File: src/rtl/npc_unit.sv
module npc_unit #(
  parameter int unsigned XW = 32,
  parameter int unsigned OPW = 3,
  parameter logic [XW-1:0] RESET_PC = '0
) (
  input  logic          clk,
  input  logic          rst_n,
  input  logic          instr_valid,
  input  logic [OPW-1:0] op_sel,
  input  logic [XW-1:0] instr,
  input  logic [XW-1:0] src_a,
  input  logic [XW-1:0] src_b,
  output logic [XW-1:0] pc_q,
  output logic [XW-1:0] next_pc,
  output logic          link_we,
  output logic [XW-1:0] link_val
);
  localparam int unsigned IMMW = 16;
  localparam int unsigned REGN = 4;

  localparam logic [OPW-1:0] OP_JMP = OPW'(1);
  localparam logic [OPW-1:0] OP_CALL = OPW'(2);
  localparam logic [OPW-1:0] OP_BR = OPW'(3);
  localparam logic [OPW-1:0] OP_BEQ = OPW'(4);
  localparam logic [OPW-1:0] OP_BLT = OPW'(5);

  logic [XW-1:0] seq_pc, abs_tgt, rel_tgt, br_off;
  logic          take;

  assign seq_pc  = pc_q + XW'(4);
  assign abs_tgt = {pc_q[XW-1 -: REGN], instr[XW-1:6], 2'b00};
  assign br_off  = {{(XW-IMMW){instr[IMMW+5]}}, instr[IMMW+5:8], 2'b00};
  assign rel_tgt = seq_pc + br_off;

  always_comb begin
    unique case (op_sel)
      OP_BR:   take = 1'b1;
      OP_BEQ:  take = (src_a == src_b);
      OP_BLT:  take = ($signed(src_a) < $signed(src_b));
      default: take = 1'b0;
    endcase
  end

  always_comb begin
    if (op_sel == OP_JMP || op_sel == OP_CALL) next_pc = abs_tgt;
    else if (take)                            next_pc = rel_tgt;
    else                                      next_pc = seq_pc;
  end

  assign link_we  = (op_sel == OP_CALL);
  assign link_val = seq_pc;

  always_ff @(posedge clk or negedge rst_n) begin
    if (!rst_n)           pc_q <= RESET_PC;
    else if (instr_valid) pc_q <= next_pc;
  end
endmodule

File: config.mk
export PLATFORM = sky130hd
export DESIGN_NAME = npc_unit
export DESIGN_NICKNAME = d
export VERILOG_FILES = /design/src/rtl/npc_unit.sv
export SDC_FILE = /design/constraint.sdc
export NUM_CORES = 1
export LEC_CHECK = 0
export BUFFER_PORTS_ARGS = -buffer_cell sky130_fd_sc_hd__buf_4
export CAP_MARGIN = 20
export CORE_MARGIN = 8
export CORE_UTILIZATION = 40
export DETAILED_ROUTE_END_ITERATION = 16
export HOLD_SLACK_MARGIN = 0.12
export PLACE_DENSITY = 0.68
export SLEW_MARGIN = 10
export SYNTH_ARGS = -nofsm -noshare
export SYNTH_HDL_FRONTEND = slang
export SYNTH_SLANG_ARGS = --single-unit
File: constraint.sdc
create_clock -name clk -period 6.7 [get_ports clk]
set_clock_uncertainty 0.05 [all_clocks]
set_input_delay 0.335 -clock clk [delete_from_list [all_inputs] [get_ports clk]]
set_output_delay 0.335 -clock clk [all_outputs]
set_load 0.03 [all_outputs]
==> results.md, run 1 <==
* First-pass GRT wire length at 28.7 mm
* Top flop regs: pc_q (32)
* Internal power at 1.12 mW
* Port buffer count at roughly 190
* Min Tclk post-route at a little over 5000 ps
* Routed length per instance at 17.5 um
* Clock Power Share at 0.123
* Syn. warnings at 0
* Final period util at 0.773
* Diode count at 0
* Die X-Extent at 129 um
* Post-DP HPWL at 14.4 mm
* Post-synth ARST share at 1.00
* Routed WL at 17.9 mm
* Critical Path Start Type: flop
* Vias at 5712
* Max-slew headroom at 0.223
* Max cap viols at 0
* #FFs+latches synth at 32
* Die extent in y at 129 um
* CTS clock-pin slew for the worst setup and hold paths at 60 ps
* Setup TNS at 0 ps
* Cells after Synth at 672
* Net Sw Frac at 0.525
* Crit path max fanout at 7
* Layout fillers at 1222
* Crit end category: output pin
* ANT nets after route at 0
* Post-cts resize count at 0
* Non-Filler Cell Area, Final at about 6800 um^2
* Nets at slightly above 1000
* Peak VDD IR at 0.000120 V
* PwrDens at 346 nW/um^2
* Vias in the first global route at 5883
* CP required at approximately 6300 ps
* Max Buffers Root-to-Sink at 2
* Synth cell types at 64
* Netlist Area Pre-Place at 5080 um^2
* Largest Register: pc_q
* Clock Latency Late Sink at 290 ps
* Drt via density at between 5 and 6
* First DRT Iteration DRCs at 272
* GP Congestion at 0.870
* Drt first pass iters at 5
* Clk sink count at 32
* Register area share after synthesis at 0.158
* Switch Pwr at 1.24 mW
* Critical path type: reg -> out
* Sequential Power Share at 0.144
* Initial Utilization at 0.406
* Mean Syn Cell Area at 7.56 um^2
* Ports at a little under 200
* Die area at 16600 um^2
* Logic pwr share at 0.733
* Initial antenna violation count at 0
* Rows at 41
* Htree depth at 2
* Min-delay worst type: in -> reg
* Maximum clock rate at about 190 MHz
* WHS Path Cells at 3
* Largest register FFs at 32
* Worst Tran Pin Value at 1160 ps
* Num CTS Buffers at 5
* Pins Over Slew Limit at 0
* Outcome: finished, final reports clean
* RSZ-0062 raised after global routing: no
* Share of layout cells above drive strength 1 at 0.265
* Grt ovf at 0
* Final setup violation count at 0
* Area post-placement at ~6600 um^2
* Area growth syn-to-layout at 34.3%
* Largest net degree at the start of global routing at 47
* Clk root buf: clkbuf_16
* Lkg Pwr at 3.35 nW
* Total GRT Usage at 0.209
* EDFF count, synth at 0
* Arrival @ worst endpoint at 4800 ps
* CTS tree: yes
* Core area at ~13000 um^2
* Synth Flop Type: dfrtp_1
* Syn_nets at 843
* Remaining DRCs at 0
* R2R cell count at 13
* Endpoints failing hold at 0
routing by layer:
layer / vias up / wire length (um) / track usage
met4: 0 / 241 / 0.0484
li1: 2832 / - / -
met2: 180 / 8950 / 0.380
met5: - / 0 / 0
met1: 2682 / 7370 / 0.241
met3: 18 / 1320 / 0.0496
kinds of logic (layout without fill, tap and decap cells):
group | count (synthesis) | count (layout) | synth area share
buf+inv | 74 | 251 | 0.0616
xor+xnor | 54 | 54 | 0.0931
fa+ha+maj | 69 | 69 | 0.172
compound gates | 214 | 214 | 0.262
mux | 22 | 22 | 0.0456
simple gates | 207 | 207 | 0.208
flops | 32 | 32 | 0.158
critical path: stages, from the launching register on:
cell and delay [ps]:
dfrtp_1 490, nand3_1 170, nor4_2 560, nand4_1 440, nor2_1 230, xor2_1 350
ha_1 310, a21oi_1 380, o2111ai_1 190, a211oi_1 330, nor2_1 140, a211oi_1 310
xnor2_1 160, nand2_1 90, a31oi_1 170, buf_4 190
cells in the mapped netlist, types with 8 or more instances:
library cell,n,area [um^2]
o21ai_0,43,215
dfrtp_1,32,801
mux2_2,9,101
o211ai_1,8,60.1
mux2i_1,13,130
nor3_1,19,95.1
a21o_1,11,82.6
o21ai_1,15,75.1
clkbuf_1,23,86.3
a221o_1,9,90.1
and3_1,23,144
nand3_1,23,115
ha_1,68,851
a21oi_1,73,365
nand2_1,56,210
nand4_1,16,100
xor2_1,22,193
a211oi_1,9,67.6
xnor2_1,32,280
inv_1,45,169
nor2_1,37,139
placed cells by master, fill, tap and decap left out, drive strengths merged, types with 3 or more instances in the layout:
cell,n
buf,197
a21oi,74
ha,68
o21ai,58
nand2,56
inv,45
nor2,38
xnor2,32
dfrtp,32
nand3,23
and3,23
xor2,22
nor3,19
nand4,16
mux2i,13
a21o,11
a211oi,9
a221o,9
mux2,9
o211ai,8
and2,7
clkbuf,7
or3,6
a31oi,6
o21a,5
a2111oi,5
o31ai,4
nor3b,4
o21bai,3
o221ai,3
or2,3
nor4,3
final timing paths:
path,startpoint,end,slack (ps)
setup / recovery,pc_q[4],next_pc[30],1520
min in group asynchronous,rst_n,pc_q[23],490
hold reg to reg,pc_q[22],pc_q[22],490
max in group asynchronous,rst_n,pc_q[8],5790
setup reg to reg,pc_q[4],pc_q[31],2220
hold / removal,instr[27],pc_q[23],250
cell type report:
type	count	area (um^2)	area share
Tap cell	172	215	0.0316
Clock inverter	1	30.0	0.00440
Multi-Input combinational cell	566	3960	0.581
Timing Repair Buffer	198	1490	0.218
Inverter	45	169	0.0248
Sequential cell	32	801	0.117
Clock buffer	7	153	0.0224
stage by stage:
stage / setup slack (ps) / total power [mW] / util / instances / hold WS, ps
final: 1520 / 2.36 / 0.545 / 1021 / 251
after global routing: 1170 / 2.52 / 0.545 / 1021 / 277
after CTS: 1520 / 2.37 / 0.545 / 1021 / 247
after detailed placement: 1830 / 2.07 / 0.529 / 1012 / 269
after global placement: 1880 / 2.04 / 0.529 / 1012 / 263
after floorplan: 1380 / 1.50 / - / 672 / -10.6
power groups by stage:
stage | clock network (mW) | logic, mW | registers (mW)
global route | 0.300 | 1.87 | 0.348
finish | 0.291 | 1.73 | 0.339
CTS | 0.294 | 1.74 | 0.337
detailed placement | 0 | 1.73 | 0.339
floorplan | 0 | 1.07 | 0.434
global placement | 0 | 1.71 | 0.335
timing repair:
| action | in CTS | in global routing |
|---|---|---|
| hold buffers | 1 | 0 |
| setup buffers | 0 | 0 |
| endpoints found under the hold margin | 32 | 0 |
(Power assumes the default switching activity.)
==> run 2: changes to the inputs <==
ABC_AREA = 1   (was not set)
PLACE_DENSITY = 0.69   (was 0.68)
clock period = 4.3 ns   (was 6.7 ns; I/O delays follow)
==> results.md, run 2 <==
* Initial antenna violation count at 0 (unchanged)
* GP Congestion at 0.999 (+15%)
* RSZ-0062 raised after global routing: yes
* Largest net degree at the start of global routing at 34 (-28%)
* Area share of the largest cell type after synthesis at 0.213 (+0.0456)
* Nets at 1304 (+28%)
* Die area at 18200 um^2 (+9.9%)
* Place WS at 493 ps (-1330 ps)
* Remaining DRCs at 0 (unchanged)
* Synth cell types at 38 (-41%)
* Lkg Pwr at 4.18 nW (+25%)
* Routed length per instance at 16.2 um (-7.2%)
* Hold WS at 202 ps (-49.4 ps)
* Syn_nets at 1126 (+34%)
* Netlist Area Pre-Place at 5650 um^2 (+11%)
* ANT nets after route at 0 (unchanged)
* Max incr delay on CP at 500 ps (-60 ps)
* Crit end category: output pin
* Mean Syn Cell Area at 5.92 um^2 (-22%)
* EDFF count, synth at 0 (unchanged)
* Initial Utilization at 0.409 (+0.00319)
* Setup TNS at 0 ps (unchanged)
* PwrDens at 420 nW/um^2 (+22%)
* Core area at 13800 um^2 (+10%)
* Max Buffers Root-to-Sink at 2 (unchanged)
* Critical path's most frequent cell: nand2_1
* Maximum clock rate at 245 MHz
* Crit path max fanout at 7 (unchanged)
* Min Tclk post-route at 4080 ps
* Share of layout cells above drive strength 1 at 0.230 (-0.0349)
* Critical Path Start Type: flop
* Routed WL at 21.4 mm (+19%)
* Critical path type: reg -> out
* Count leader, synth: nand2_1
* Drt first pass iters at 5 (unchanged)
* Placed instance count at 1305 (+29%)
* Synth Flop Type: dfrtp_1
* Commonest non-fill, non-tap cell in the layout: nand2_1
* Top delay family on crit path: simple AND/OR/NAND/NOR gates
* Peak VDD IR at 0.000331 V (+180%)
* Grt ovf at 0 (unchanged)
* Worst Tran Pin Value at 1000 ps (-161 ps)
* Vias at 6795 (+19%)
* Total GRT Usage at 0.224 (+0.0154)
* Htree depth at 2 (unchanged)
* Max cap viols at 0 (unchanged)
* Post-synth ARST share at 1.00 (unchanged)
* Area contributors post-synth: nand2_1 21%, ha_1 15%, dfrtp_1 14%, inv_1 8.4%, nand3_1 5.9%
* Arrival @ worst endpoint at 3810 ps (-990 ps)
* Cells after Synth at 955 (+42%)
* CTS tree: yes
* Clock Latency Late Sink at 270 ps (-20 ps)
* Register area share after synthesis at 0.142 (-0.0161)
* Clk root buf: clkbuf_16
* Top flop regs: pc_q (32)
* Num CTS Buffers at 5 (unchanged)
* Drt via density at 5.17 (-7.6%)
* Largest register FFs at 32 (unchanged)
* Endpoints failing hold at 0 (unchanged)
* Worst path bufs/invs at 3 (+2)
* Min-delay worst type: in -> reg
* Post-route setup slack at 221 ps (-1300 ps)
* #FFs+latches synth at 32 (unchanged)
* Die extent in y at 135 um (+4.8%)
* Total setup buffers inserted after CTS at 0 (unchanged)
* First-pass GRT wire length at 33.4 mm (+16%)
* Port buffer count at 192 (unchanged)
* Worst-path cell chain: nand2_1 > nor2_1 > nand2_1 > nor4_1 > nand2_1 > xor2_2 > inv_1 > ha_2 > nand2_1 > nor2_1 > nand2_1 > nor3_1 > nand2_1 > nand2_1 > xor2_1 > inv_1 > nand2_1 > nand3_1 > nand2_2 > buf_4
* Syn. warnings at 0 (unchanged)
* First DRT Iteration DRCs at 495 (+82%)
* CP required at 4030 ps (-2280 ps)
* Max-slew headroom at 0.332 (+0.109)
* Final setup violation count at 0 (unchanged)
* Leading area contributor after synthesis: nand2_1
* Rows at 43 (+4.9%)
* Slowest CP cell: dfrtp_1
* Largest Register: pc_q
* Clk sink count at 32 (unchanged)
* Layout fillers at 1483 (+21%)
* Final period util at 0.949
* Post-DP HPWL at 17.8 mm (+24%)
* Diode count at 0 (unchanged)
* Vias in the first global route at 6551 (+11%)
* Area growth syn-to-layout at 32.8%
* Cell Count, Final, Fillers Out at 1314 (+29%)
* Ports at 199 (unchanged)
* Die X-Extent at 135 um (+4.8%)
* Design Power at 3.15 mW (+34%)
* Pins Over Slew Limit at 0 (unchanged)
* CTS clock-pin slew for the worst setup and hold paths at 50 ps (about the same)
* Outcome: finished, final reports clean
* Synth top cells by count: 321 x nand2_1, 127 x inv_1, 71 x nor2_1, 68 x ha_1, 67 x nand3_1
* Commonest non-fill, non-tap cells in the layout: 319 x nand2_1, 198 x buf_4, 127 x inv_1
[run 2: cell types whose count changed after synthesis, moves of 12 or more]
cell     change
nand2_2     +12
a21oi_1     -20
nand4_1     +29
xnor2_1     -18
nand2_1    +265
o21ai_0     -19
nand3_1     +44
and3_1      -23
nor2_1      +34
o21ai_1     -12
inv_1       +82
mux2i_1     -13
[run 2: kinds of logic (layout without fill, tap and decap cells)]
logic type               Yosys count  in the layout  synth area share
AND/OR/NAND/NOR                  556            556             0.434
flip-flops                        32             32             0.142
buffers and inverters            159            338             0.110
adder cells (fa/ha/maj)           69             69             0.154
XOR/XNOR                          43             43            0.0680
AO/OA/AOI/OAI                     96             96            0.0914
[run 2: final cells by class]
class	instances	area (um^2)	area share
Clock buffer	7	153	0.0203
Clock inverter	1	30.0	0.00400
Inverter	131	492	0.0655
Multi-Input combinational cell	764	4310	0.574
Sequential cell	32	802	0.107
Tap cell	180	225	0.0300
Timing Repair Buffer	199	1500	0.199
[run 2: tightest hold or removal path: cells and delay by family]
family,cells,cell delay (ps)
and+or+nand+nor,4,190
buffers and inverters,1,80
[run 2: layer usage]
metal,track usage,vias up,wire length (um)
li1,-,3448,-
met4,0.0586,0,511
met5,0,-,0
met3,0.0531,36,1810
met1,0.283,3017,9360
met2,0.372,294,9660
[run 2: worst paths after layout]
kind / start / end / slack [ps] / cells past startpoint
max in group asynchronous: rst_n / pc_q[13] / 3470 / 2
min reg2reg: pc_q[1] / pc_q[1] / 510 / 2
max: pc_q[11] / next_pc[29] / 220 / 20
max reg2reg: pc_q[11] / pc_q[26] / 690 / 19
min in group asynchronous: rst_n / pc_q[1] / 380 / 2
min: instr[25] / pc_q[21] / 200 / 5
[run 2: what timing repair did]
action / in CTS / in global routing
resized for setup: 0 / 22
setup endpoints to repair: 0 / 12
hold endpoints to repair: 32 / 0
hold buffers: 1 / 0
[run 2: report_power, final]
part / internal [mW] / switching (mW)
Clock: 0.305 / 0.131
Combinational: 0.778 / 1.45
Sequential: 0.365 / 0.124
[run 2: metrics by stage]
step | cell area [um^2] | util
after floorplan | 5650 | -
after detailed placement | 7240 | 0.523
after CTS | 7430 | 0.537
after global routing | 7510 | 0.543
final | 7510 | 0.543
after global placement | 7240 | 0.523
